[config.mk]
export PLATFORM = sky130hd
export DESIGN_NAME = spi_sclk_gen
export DESIGN_NICKNAME = d
export VERILOG_FILES = /design/src/rtl/sclk_gen_pkg.sv /design/src/rtl/sclk_cfg_hold.sv /design/src/rtl/sclk_half_timer.sv /design/src/rtl/sclk_edge_seq.sv /design/src/rtl/spi_sclk_gen.sv
export SDC_FILE = /design/constraint.sdc
export NUM_CORES = 1
export LEC_CHECK = 0
export BUFFER_PORTS_ARGS = -buffer_cell sky130_fd_sc_hd__buf_2
export CELL_PAD_IN_SITES_DETAIL_PLACEMENT = 1
export CELL_PAD_IN_SITES_GLOBAL_PLACEMENT = 2
export CORE_MARGIN = 2
export CORE_UTILIZATION = 36
export CTS_CLUSTER_DIAMETER = 150
export DETAILED_ROUTE_END_ITERATION = 6
export PLACE_DENSITY_LB_ADDON = 0.1
export SYNTH_ARGS = -nofsm -noshare
export SYNTH_HDL_FRONTEND = slang
export SYNTH_SLANG_ARGS = --single-unit
[constraint.sdc]
create_clock -name clk -period 2.9 [get_ports clk]
set_clock_uncertainty 0.05 [all_clocks]
set_input_delay 0.29 -clock clk [delete_from_list [all_inputs] [get_ports clk]]
set_output_delay 0.29 -clock clk [all_outputs]
set_load 0.01 [all_outputs]
[src/rtl/sclk_gen_pkg.sv]
package sclk_gen_pkg;
  localparam int CODE_W   = 3;
  localparam int CFG_W    = 6;
  localparam int MSTR_BIT = 0;
  localparam int CPOL_BIT = 1;
  localparam int CPHA_BIT = 2;
  localparam int CODE_LSB = 3;
  localparam int HALF_MAX = 1 << ((1 << CODE_W) - 1);
  localparam int HCNT_W   = $clog2(HALF_MAX);

  typedef struct packed {
    logic              cpha;
    logic              cpol;
    logic [CODE_W-1:0] code;
  } mode_t;

  function automatic mode_t decode_cfg(input logic [CFG_W-1:0] w);
    mode_t m;
    m.cpha = w[CPHA_BIT];
    m.cpol = w[CPOL_BIT];
    m.code = w[CODE_LSB +: CODE_W];
    return m;
  endfunction
endpackage

[src/rtl/sclk_cfg_hold.sv]
module sclk_cfg_hold
  import sclk_gen_pkg::*;
(
  input  logic             clk,
  input  logic             rst_n,
  input  logic [CFG_W-1:0] cfg_i,
  input  logic             busy_i,
  output mode_t            mode_q
);
  mode_t mode_d;

  // Track the live word only while idle; freeze it during a transfer.
  always_comb begin
    mode_d = mode_q;
    if (!busy_i) mode_d = decode_cfg(cfg_i);
  end

  always_ff @(posedge clk or negedge rst_n) begin
    if (!rst_n) mode_q <= '0;
    else        mode_q <= mode_d;
  end

  assert_cfg_frozen_R7: assert property (@(posedge clk) disable iff (!rst_n)
    $past(busy_i) |-> $stable(mode_q));
endmodule

[src/rtl/sclk_half_timer.sv]
module sclk_half_timer
  import sclk_gen_pkg::*;
(
  input  logic              clk,
  input  logic              rst_n,
  input  logic              run_i,
  input  logic [CODE_W-1:0] code_i,
  output logic              tick_o
);
  logic [HCNT_W-1:0] cnt_q, cnt_d, half_m1;

  // Each half phase lasts 2^code cycles, so the terminal count is 2^code - 1.
  always_comb begin
    half_m1 = HCNT_W'((32'd1 << code_i) - 32'd1);
    tick_o  = run_i && (cnt_q == half_m1);
    if (!run_i || tick_o) cnt_d = '0;
    else                  cnt_d = cnt_q + 1'b1;
  end

  always_ff @(posedge clk or negedge rst_n) begin
    if (!rst_n) cnt_q <= '0;
    else        cnt_q <= cnt_d;
  end

  assert_tick_spacing_R2: assert property (@(posedge clk) disable iff (!rst_n)
    (tick_o && code_i != '0 && $stable(code_i)) |=> !tick_o);
endmodule

[src/rtl/sclk_edge_seq.sv]
module sclk_edge_seq #(
  parameter int BITCNT_W = 6
) (
  input  logic                clk,
  input  logic                rst_n,
  input  logic                load_i,
  input  logic                tick_i,
  input  logic                idle_pol_i,
  input  logic                cpha_i,
  input  logic [BITCNT_W-1:0] nbits_i,
  output logic                busy_o,
  output logic                sclk_o,
  output logic                shift_o,
  output logic                sample_o
);
  localparam int ECNT_W = BITCNT_W + 1;

  logic                busy_q, busy_d;
  logic [ECNT_W-1:0]   ecnt_q, ecnt_d, last_idx;
  logic [BITCNT_W-1:0] nbits_q, nbits_d;
  logic                sclk_q, sclk_d, shift_q, shift_d, samp_q, samp_d;
  logic                accept, leading, last_edge;

  always_comb begin
    accept    = load_i && !busy_q;
    last_idx  = {nbits_q, 1'b0} - ECNT_W'(1);
    leading   = !ecnt_q[0];
    last_edge = (ecnt_q == last_idx);

    busy_d  = busy_q;
    ecnt_d  = ecnt_q;
    nbits_d = nbits_q;
    sclk_d  = sclk_q;
    shift_d = 1'b0;
    samp_d  = 1'b0;

    if (!busy_q) begin
      sclk_d = idle_pol_i;
      if (accept) begin
        busy_d  = 1'b1;
        ecnt_d  = '0;
        nbits_d = nbits_i;
      end
    end else if (tick_i) begin
      sclk_d  = !sclk_q;
      ecnt_d  = ecnt_q + 1'b1;
      samp_d  = cpha_i ? !leading : leading;
      shift_d = cpha_i ? leading : (!leading && !last_edge);
      if (last_edge) busy_d = 1'b0;
    end
  end

  always_ff @(posedge clk or negedge rst_n) begin
    if (!rst_n) begin
      busy_q  <= 1'b0;
      ecnt_q  <= '0;
      nbits_q <= '0;
      sclk_q  <= 1'b0;
      shift_q <= 1'b0;
      samp_q  <= 1'b0;
    end else begin
      busy_q  <= busy_d;
      ecnt_q  <= ecnt_d;
      nbits_q <= nbits_d;
      sclk_q  <= sclk_d;
      shift_q <= shift_d;
      samp_q  <= samp_d;
    end
  end

  assign busy_o   = busy_q;
  assign sclk_o   = sclk_q;
  assign shift_o  = shift_q;
  assign sample_o = samp_q;

  assert_sample_on_edge_R4: assert property (@(posedge clk) disable iff (!rst_n)
    sample_o |-> (sclk_o != $past(sclk_o)));
  assert_end_on_edge_R6: assert property (@(posedge clk) disable iff (!rst_n)
    $fell(busy_q) |-> (sclk_o != $past(sclk_o)));
  assert_count_frozen_R8: assert property (@(posedge clk) disable iff (!rst_n)
    ($past(busy_q) && busy_q) |-> $stable(nbits_q));
endmodule

[src/rtl/spi_sclk_gen.sv]
module spi_sclk_gen
  import sclk_gen_pkg::*;
#(
  parameter int BITCNT_W = 6
) (
  input  logic                clk,
  input  logic                rst_n,
  input  logic [5:0]          cfg_i,
  input  logic                start_i,
  input  logic [BITCNT_W-1:0] nbits_i,
  output logic                sclk_o,
  output logic                shift_o,
  output logic                sample_o,
  output logic                idle_o
);
  mode_t mode_q;
  logic  busy, tick, start_ok, live_pol;

  // Only a master-mode request with a non-zero bit count is accepted.
  always_comb begin
    start_ok = start_i && cfg_i[MSTR_BIT] && (nbits_i != '0);
    live_pol = cfg_i[CPOL_BIT];
  end

  sclk_cfg_hold u_cfg (
    .clk    (clk),
    .rst_n  (rst_n),
    .cfg_i  (cfg_i),
    .busy_i (busy),
    .mode_q (mode_q)
  );

  sclk_half_timer u_timer (
    .clk    (clk),
    .rst_n  (rst_n),
    .run_i  (busy),
    .code_i (mode_q.code),
    .tick_o (tick)
  );

  sclk_edge_seq #(.BITCNT_W(BITCNT_W)) u_seq (
    .clk        (clk),
    .rst_n      (rst_n),
    .load_i     (start_ok),
    .tick_i     (tick),
    .idle_pol_i (live_pol),
    .cpha_i     (mode_q.cpha),
    .nbits_i    (nbits_i),
    .busy_o     (busy),
    .sclk_o     (sclk_o),
    .shift_o    (shift_o),
    .sample_o   (sample_o)
  );

  assign idle_o = !busy;

  assert_idle_level_R3: assert property (@(posedge clk) disable iff (!rst_n)
    (!busy && $past(!busy)) |-> (sclk_o == mode_q.cpol));
  assert_sample_level_R4: assert property (@(posedge clk) disable iff (!rst_n)
    sample_o |-> (sclk_o == (mode_q.cpha ? mode_q.cpol : !mode_q.cpol)));
  assert_shift_level_R5: assert property (@(posedge clk) disable iff (!rst_n)
    shift_o |-> (sclk_o == (mode_q.cpha ? !mode_q.cpol : mode_q.cpol)));
endmodule

==> impl_table.tex, run 1 <==
\begin{tabular}{lr}
\hline
Metric & Value \\
\hline
\multicolumn{2}{l}{\textbf{Outcome}} \\
Outcome & finished, violations left \\
Violations in the final reports & hold timing \\
\multicolumn{2}{l}{\textbf{Logic synthesis}} \\
Net count after synthesis & 179 \\
Multiplexer area fraction after synthesis & 9.70\% \\
Post-synthesis cell count & 161 \\
Xor and xnor fraction of the mapped netlist area & 7.66\% \\
Post-Synthesis Cell Area & 1600 sq um \\
Adder-cell share of the synthesized area & 2.35\% \\
Total of warnings raised by yosys & 0 \\
Post-synthesis sequential area ratio & 43.8\% \\
Post-Synth Simple-Gate Area & 24.7\% \\
Largest family of logic cells by synthesized area & simple AND/OR/NAND/NOR gates \\
Post-synthesis area per instance & 9.94 sq um \\
Post-synth cell types & 42 \\
Synth Area in Compound Gates & 7.58\% \\
Number of storage elements in the synthesis netlist & 28 \\
\multicolumn{2}{l}{\textbf{Placement}} \\
Post-detail-place hpwl & 2.81 mm \\
Placer's final routability congestion estimate & 0.785 \\
Cells after DPL & 226 \\
Count of input and output buffers & 18 \\
Post-place instance area & 1730 sq um \\
\multicolumn{2}{l}{\textbf{GRT}} \\
Number of global-route vias before repair & 1,385 \\
First-pass GRT wire length & 6.36 mm \\
Pin count of the biggest net entering global routing & 29 \\
Global Route Usage Sum & 16.0\% \\
GRT overflow & 0 \\
Initial antenna violation count & 0 \\
\multicolumn{2}{l}{\textbf{Final layout}} \\
Most common cell after layout, fill and taps aside & sky130\_fd\_sc\_hd\_\_dfrtp\_1 \\
Antenna Diode Count & 0 \\
Final layout net count & 197 \\
Count of non-filler cells in the finished layout & 229 \\
Syn-to-layout area delta & 10.4\% \\
Post-Route Utilization & 40.9\% \\
Final design area excluding fillers & 1770 sq um \\
Commonest cells after routing, fill and taps aside & sky130\_fd\_sc\_hd\_\_dfrtp\_1, sky130\_fd\_sc\_hd\_\_nor2\_1, sky130\_fd\_sc\_hd\_\_buf\_2 \\
Share of cells above drive strength 1 & 18.6\% \\
\multicolumn{2}{l}{\textbf{Timing}} \\
Final Hold Slack & -0.0143 ns \\
RSZ-0062 raised after global routing & false \\
Count of final max-slew check failures & 0 \\
Final period util & 78.2\% \\
Number of endpoints failing setup at the final stage & 0 \\
Minimum clock period & 2.27 ns \\
Sum of negative setup slack & 0 ns \\
Slew headroom & 49.0\% \\
Slew at the pin with the worst max-slew slack & 0.760 ns \\
Hold Violations, Final & 28 \\
Achievable clock frequency & 441 MHz \\
\multicolumn{2}{l}{\textbf{Floorplan}} \\
Die ar. & 4990 sq um \\
Ports placed on the boundary & 19 \\
Rows & 24 \\
Die span in x & 70.7 microns \\
Core Footprint & 4320 sq um \\
Initial Utilization & 37.0\% \\
Height of the die & 70.7 microns \\
\multicolumn{2}{l}{\textbf{Hold path}} \\
Hold Crit Class & in -> async \\
\multicolumn{2}{l}{\textbf{Clock network}} \\
H-Tree Depth & 1 \\
Hold-fix buffers at CTS & 0 \\
Clock insertion delay at the later pin of the skew report & 0.28 ns \\
Number of gates given a new drive strength after cts & 0 \\
Cell chosen for the clock root & sky130\_fd\_sc\_hd\_\_clkbuf\_8 \\
Post-CTS Setup Inserts & 0 \\
Number of buffers added by the clock tree synthesis step & 3 \\
CTS Sinks & 28 \\
TritonCTS clock tree & done \\
Clk buf depth & 2 \\
Clock-pin slew on the worst setup and hold paths & 0.10 ns \\
\multicolumn{2}{l}{\textbf{Worst setup path}} \\
Worst Setup End Kind & flop \\
Setup CP Type & reg -> reg \\
Worst path required time & 3.02 ns \\
Maximum fanout encountered on the critical timing path & 9 \\
CP startpoint kind & flop \\
Worst EP arrival & 2.38 ns \\
\multicolumn{2}{l}{\textbf{Power and ir drop}} \\
VDD IR-drop max & 0.250 mV \\
Power density relative to cell area & 776 nW/um\^{}2 \\
Leak & 0.819 nW \\
\multicolumn{2}{l}{\textbf{Detailed routing}} \\
ANT nets after route & 0 \\
Post-detailed-route via-to-cell ratio & 5.55 \\
Routed wire per std cell & 16.1 microns \\
Number of search-and-repair iterations in the first detailed-routing pass & 4 \\
Remaining DRCs & 0 \\
Violation count after the first detailed-routing iteration & 48 \\
Final Routed Wirelength & 3.68 mm \\
DR vias & 1,272 \\
\multicolumn{2}{l}{\textbf{Run}} \\
Max-cap viol count & 0 \\
\hline
\end{tabular}
[registers in the layout (all words and copies together) (netlist names)]
signal          flops
u_timer.cnt_q       7
u_seq.sclk_o        1
u_seq.busy_o        1
u_seq.nbits_q       6
u_cfg.mode_q        4
u_seq.shift_o       1
u_seq.ecnt_q        7
u_seq.sample_o      1
[report_power, final]
| part | internal [mW] | switching, mW | total (mW) |
|---|---|---|---|
| clock | 0.0934 | 0.121 | 0.214 |
| combinational | 0.234 | 0.275 | 0.510 |
| sequential | 0.498 | 0.149 | 0.647 |
[layout make-up]
class                      count  area, sq um
clock buffer                   3         41.3
fill                         520         2560
inverter                       6         22.5
multi-input combinational    120          832
sequential                    28          701
tap                           52         65.1
timing repair buffer          20          105
[logic make-up (layout without fill, tap and decap cells)]
family,Yosys count,count (layout)
AOI/OAI and AO/OA,16,16
xor gates and xnor gates,14,14
adders and majority gates,3,3
buffers and inverters,13,29
DFF,28,28
muxes,14,14
and+or+nand+nor,73,73
[cell usage after synthesis]
cell                        instances  area share [%]
sky130_fd_sc_hd__ha_1               3             2.3
sky130_fd_sc_hd__inv_1              6             1.4
sky130_fd_sc_hd__and2_1             1            0.39
sky130_fd_sc_hd__dfrtp_1           28              44
sky130_fd_sc_hd__buf_6              1            0.70
sky130_fd_sc_hd__o21ai_0            2            0.63
sky130_fd_sc_hd__o211a_1            2             1.3
sky130_fd_sc_hd__and3b_1            2             1.1
sky130_fd_sc_hd__nor3b_1            1            0.47
sky130_fd_sc_hd__nand3b_1           2            0.94
sky130_fd_sc_hd__nand2_1            9             2.1
sky130_fd_sc_hd__buf_2              1            0.31
sky130_fd_sc_hd__nand4b_1           2             1.1
sky130_fd_sc_hd__o2111ai_1          1            0.55
sky130_fd_sc_hd__a31oi_1            2            0.78
sky130_fd_sc_hd__nand4_1            7             2.7
sky130_fd_sc_hd__a2bb2oi_1          1            0.55
sky130_fd_sc_hd__a21oi_1            2            0.63
sky130_fd_sc_hd__clkbuf_1           3            0.70
sky130_fd_sc_hd__and4_1             1            0.55
sky130_fd_sc_hd__or3_1              2            0.78
sky130_fd_sc_hd__or4_1              1            0.47
sky130_fd_sc_hd__nor2_1            20             4.7
sky130_fd_sc_hd__o31a_1             1            0.55
sky130_fd_sc_hd__clkbuf_8           1            0.86
sky130_fd_sc_hd__o31ai_1            2            0.94
sky130_fd_sc_hd__nor4_1             5             2.0
sky130_fd_sc_hd__mux2_1             3             2.1
sky130_fd_sc_hd__nor2b_1            6             2.3
sky130_fd_sc_hd__o22ai_1            1            0.39
sky130_fd_sc_hd__nand2b_1           3             1.2
sky130_fd_sc_hd__o31ai_2            1            0.78
sky130_fd_sc_hd__xor2_1             6             3.3
sky130_fd_sc_hd__nor4b_1            1            0.55
sky130_fd_sc_hd__a211o_1            1            0.55
sky130_fd_sc_hd__xnor2_1            8             4.4
sky130_fd_sc_hd__mux2_2             9             6.3
sky130_fd_sc_hd__nor3_1             3            0.94
sky130_fd_sc_hd__buf_1              1            0.23
sky130_fd_sc_hd__mux2i_1            2             1.3
sky130_fd_sc_hd__and3_1             3             1.2
sky130_fd_sc_hd__nand3_1            4             1.3
[path summary, 6_finish.rpt]
path                       slack, ns                           to  cells after the start                   startpoint
setup / recovery                0.63  u_seq.ecnt_q[4]$_DFFE_PN0P_                      5  u_cfg.mode_q[1]$_DFFE_PN0N_
hold reg to reg                 0.49   u_timer.cnt_q[0]$_DFF_PN0_                      1   u_timer.cnt_q[0]$_DFF_PN0_
setup reg to reg                0.63  u_seq.ecnt_q[4]$_DFFE_PN0P_                      5  u_cfg.mode_q[1]$_DFFE_PN0N_
max in group asynchronous       2.39   u_timer.cnt_q[5]$_DFF_PN0_                      1                        rst_n
hold / removal                 -0.01       u_seq.busy_o$_DFF_PN0_                      1                        rst_n
min in group clk                0.19  u_cfg.mode_q[0]$_DFFE_PN0N_                      2                     cfg_i[3]
[per-stage QoR]
stage	power, mW	setup WS [ns]
after floorplan	1.03	0.826
after global placement	1.14	0.771
after detailed placement	1.17	0.649
after CTS	1.39	0.629
after global routing	1.50	0.480
final	1.37	0.633
[critical path, stage by stage, from the launching register on]
cell,delay (ns)
sky130_fd_sc_hd__dfrtp_1,0.48
sky130_fd_sc_hd__nor2b_1,0.17
sky130_fd_sc_hd__o211a_1,0.21
sky130_fd_sc_hd__or3_1,0.48
sky130_fd_sc_hd__nor4_1,0.40
sky130_fd_sc_hd__mux2_1,0.35
[layer usage]
metal	GRT usage, %	vias to the layer above	part of all wire [%]
li1	-	605	-
met1	19.2	641	44
met2	28.8	18	52
met3	2.28	8	2.6
met4	6.08	0	1.9
met5	0	-	0
No activity file was read; power rests on OpenSTA's default activity.
==> run 2, diff against run 1 <==
==> constraint.sdc (replaced) <==
create_clock -name clk -period 2.3 [get_ports clk]
set_clock_uncertainty 0.05 [all_clocks]
set_input_delay 0.23 -clock clk [delete_from_list [all_inputs] [get_ports clk]]
set_output_delay 0.23 -clock clk [all_outputs]
set_load 0.01 [all_outputs]
==> run 2 against run 1 <==
  * The run now ends clean
  * Fmax is 3.5% higher
  * Sequential power up 26%
  * Cell area up 2.0%
  * Largest cell class unchanged
  * Register-to-register slack lost 0.52 ns
==> impl_table.tex, run 2 (synthesis gave the netlist of run 1 again) <==
\begin{tabular}{lr}
\hline
Metric & Value \\
\hline
\multicolumn{2}{l}{\textbf{Outcome}} \\
Outcome & completed (was finished, violations left) \\
\multicolumn{2}{l}{\textbf{Clock network}} \\
Post-CTS Setup Inserts & 0 (unchanged) \\
Number of buffers added by the clock tree synthesis step & 3 (unchanged) \\
Clk buf depth & 2 (unchanged) \\
H-Tree Depth & 1 (unchanged) \\
Cell chosen for the clock root & sky130\_fd\_sc\_hd\_\_clkbuf\_8 (unchanged) \\
TritonCTS clock tree & done (unchanged) \\
Clock-pin slew on the worst setup and hold paths & 0.10 ns (about the same) \\
Clock insertion delay at the later pin of the skew report & 0.27 ns (was 0.28 ns) \\
CTS Sinks & 28 (unchanged) \\
\multicolumn{2}{l}{\textbf{Hold path}} \\
Sink of the worst hold path & u\_cfg.mode\_q[0]\$\_DFFE\_PN0N\_ \\
Hold Crit Class & in -> reg (was in -> async) \\
Number of cells on the worst hold path & 2 \\
Worst min-delay path startpoint & cfg\_i[3] \\
\multicolumn{2}{l}{\textbf{Worst setup path}} \\
Worst Setup End Kind & flop (unchanged) \\
Buf+Inv Stages, Crit Path & 0 (unchanged) \\
Crit-path slowest cell & sky130\_fd\_sc\_hd\_\_dfrtp\_1 (unchanged) \\
Maximum fanout encountered on the critical timing path & 9 (unchanged) \\
CP startpoint kind & flop (unchanged) \\
Worst EP arrival & 2.31 ns (was 2.38 ns) \\
Path depth of the worst reg2reg path & 5 (unchanged) \\
R2r endpoint & u\_seq.ecnt\_q[3]\$\_DFFE\_PN0P\_ (was u\_seq.ecnt\_q[4]\$\_DFFE\_PN0P\_) \\
R2R Setup Slk & 0.11 ns (was 0.63 ns) \\
Setup CP Type & reg -> reg (unchanged) \\
Reg2Reg Launch Point & u\_cfg.mode\_q[1]\$\_DFFE\_PN0N\_ (unchanged) \\
List of cells traversed by the critical path & nor2\_1, nor4b\_1, nor3\_1, nor4\_1, mux2\_1 (was nor2b\_1, o211a\_1, or3\_1, nor4\_1, mux2\_1) \\
Kind of cell adding the most delay to the critical path & simple AND/OR/NAND/NOR gates (unchanged) \\
Worst path required time & 2.42 ns (was 3.02 ns) \\
Delay of the slowest cell on the worst path & 0.47 ns (was 0.48 ns) \\
\multicolumn{2}{l}{\textbf{Placement}} \\
Placer's final routability congestion estimate & 0.773 (was 0.785) \\
Post-detail-place hpwl & 2.79 mm (was 2.81 mm) \\
Count of input and output buffers & 18 (unchanged) \\
\multicolumn{2}{l}{\textbf{Detailed routing}} \\
Remaining DRCs & 0 (unchanged) \\
Final Routed Wirelength & 3.67 mm (was 3.68 mm) \\
Violation count after the first detailed-routing iteration & 34 (was 48) \\
ANT nets after route & 0 (unchanged) \\
Number of search-and-repair iterations in the first detailed-routing pass & 4 (unchanged) \\
Post-detailed-route via-to-cell ratio & 5.40 (was 5.55) \\
DR vias & 1,248 (was 1,272) \\
Routed wire per std cell & 15.9 microns (was 16.1 microns) \\
\multicolumn{2}{l}{\textbf{Power and ir drop}} \\
VDD IR-drop max & 0.321 mV (was 0.250 mV) \\
Part of the power in the clock network & 15.2\% (was 15.6\%) \\
Part of the total power dissipated in combinational logic & 38.0\% (was 37.2\%) \\
Reg power frac & 46.8\% (was 47.2\%) \\
Leak & 0.830 nW (was 0.819 nW) \\
Net switching power & 0.693 mW (was 0.545 mW) \\
Switching Share & 39.6\% (was 39.8\%) \\
Final total power & 1.75 mW (was 1.37 mW) \\
Power density relative to cell area & 971 nW/um\^{}2 (was 776 nW/um\^{}2) \\
Cell-internal power & 1.06 mW (was 0.826 mW) \\
\multicolumn{2}{l}{\textbf{Timing}} \\
RSZ-0062 raised after global routing & false (unchanged) \\
Achievable clock frequency & 456 MHz (was 441 MHz) \\
Slew headroom & 43.7\% (was 49.0\%) \\
Hold Violations, Final & 0 (was 28) \\
Sum of negative setup slack & 0 ns (unchanged) \\
Minimum clock period & 2.19 ns (was 2.27 ns) \\
Count of final max-slew check failures & 0 (unchanged) \\
Slew at the pin with the worst max-slew slack & 0.838 ns (was 0.760 ns) \\
Final period util & 95.3\% (was 78.2\%) \\
Number of endpoints failing setup at the final stage & 0 (unchanged) \\
\multicolumn{2}{l}{\textbf{Run}} \\
Max-cap viol count & 0 (unchanged) \\
\multicolumn{2}{l}{\textbf{Final layout}} \\
Most common cell after layout, fill and taps aside & sky130\_fd\_sc\_hd\_\_dfrtp\_1 (unchanged) \\
Registers with the most flip-flops & u\_seq.ecnt\_q (7), u\_timer.cnt\_q (7), u\_seq.nbits\_q (6) (unchanged) \\
Antenna Diode Count & 0 (unchanged) \\
Share of cells above drive strength 1 & 20.7\% (was 18.6\%) \\
Syn-to-layout area delta & 12.6\% (was 10.4\%) \\
Final layout net count & 199 (was 197) \\
Commonest cells after routing, fill and taps aside & sky130\_fd\_sc\_hd\_\_dfrtp\_1, sky130\_fd\_sc\_hd\_\_nor2\_1, sky130\_fd\_sc\_hd\_\_buf\_2 (unchanged) \\
\multicolumn{2}{l}{\textbf{GRT}} \\
Global Route Usage Sum & 15.4\% (was 16.0\%) \\
GRT overflow & 0 (unchanged) \\
Pin count of the biggest net entering global routing & 29 (unchanged) \\
Initial antenna violation count & 0 (unchanged) \\
First-pass GRT wire length & 6.11 mm (was 6.36 mm) \\
Number of global-route vias before repair & 1,321 (was 1,385) \\
\multicolumn{2}{l}{\textbf{Floorplan}} \\
Core Footprint & 4320 sq um (unchanged) \\
Height of the die & 70.7 microns (unchanged) \\
Initial Utilization & 37.0\% (unchanged) \\
Ports placed on the boundary & 19 (unchanged) \\
Die span in x & 70.7 microns (unchanged) \\
Rows & 24 (unchanged) \\
Die ar. & 4990 sq um (unchanged) \\
\hline
\end{tabular}
[run 2: cell count changes in the layout (fill, tap and decap cells not counted), sizes merged]
cell         change
buf              +1
dlygate4sd3      +1
[run 2: area by class of cell]
| cell class | count | area, sq um |
|---|---|---|
| inverters | 6 | 22.5 |
| multi-input cells | 120 | 850 |
| fillers | 509 | 2520 |
| clock buffers | 3 | 41.3 |
| flip-flops and latches | 28 | 701 |
| repair buffers | 22 | 123 |
| well taps | 52 | 65.1 |
[run 2: worst max path at each step]
| stage | from | end | depth (start not counted) |
|---|---|---|---|
| floorplan | u_cfg.mode_q[1]$_DFFE_PN0N_ | u_seq.ecnt_q[3]$_DFFE_PN0P_ | 7 |
| detailed placement | u_cfg.mode_q[1]$_DFFE_PN0N_ | u_seq.ecnt_q[4]$_DFFE_PN0P_ | 5 |
| global placement | u_cfg.mode_q[1]$_DFFE_PN0N_ | u_seq.ecnt_q[6]$_DFFE_PN0P_ | 5 |
| CTS | u_cfg.mode_q[1]$_DFFE_PN0N_ | u_seq.ecnt_q[4]$_DFFE_PN0P_ | 5 |
| finish | u_cfg.mode_q[1]$_DFFE_PN0N_ | u_seq.ecnt_q[3]$_DFFE_PN0P_ | 5 |
| global route | u_cfg.mode_q[1]$_DFFE_PN0N_ | u_seq.ecnt_q[3]$_DFFE_PN0P_ | 5 |
[run 2: what timing repair did]
item                                    CTS  global route
hold buffers                              1             0
endpoints found under the hold margin    28             0
gates resized for setup                   0             3
endpoints found under the setup margin    0             3
[run 2: routing by layer]
layer / share of wire, % / GRT usage, %
met2: 53 / 28.5
met3: 1.8 / 2.14
met5: 0 / 0
met4: 0.52 / 4.82
met1: 45 / 18.4
[run 2: metrics by stage]
stage / setup slack [ns] / hold WS [ns] / cells / instance area (sq um) / util, %
detailed placement: 0.0713 / 0.252 / 227 / 1730 / 40.1
CTS: 0.0563 / 0.127 / 231 / 1780 / 41.3
finish: 0.109 / 0.132 / 231 / 1800 / 41.7
global placement: 0.174 / 0.239 / 227 / 1730 / 40.1
global route: 0.0281 / 0.130 / 231 / 1800 / 41.7
floorplan: 0.226 / -0.116 / 161 / 1600 / -
[run 2: worst register-to-register path, stage by stage, from the launching register on]
cell and delay (ns):
sky130_fd_sc_hd__dfrtp_1 0.47, sky130_fd_sc_hd__nor2_1 0.22, sky130_fd_sc_hd__nor4b_1 0.41, sky130_fd_sc_hd__nor3_1 0.24, sky130_fd_sc_hd__nor4_1 0.34, sky130_fd_sc_hd__mux2_1 0.36
[run 2: power by group through the flow]
stage               Sequential (mW)  Combinational, mW  Clock [mW]
global placement              0.818              0.624           0
CTS                           0.821              0.650       0.281
floorplan                     0.764              0.534           0
detailed placement            0.831              0.646           0
global route                  0.849              0.747       0.300
finish                        0.818              0.665       0.266
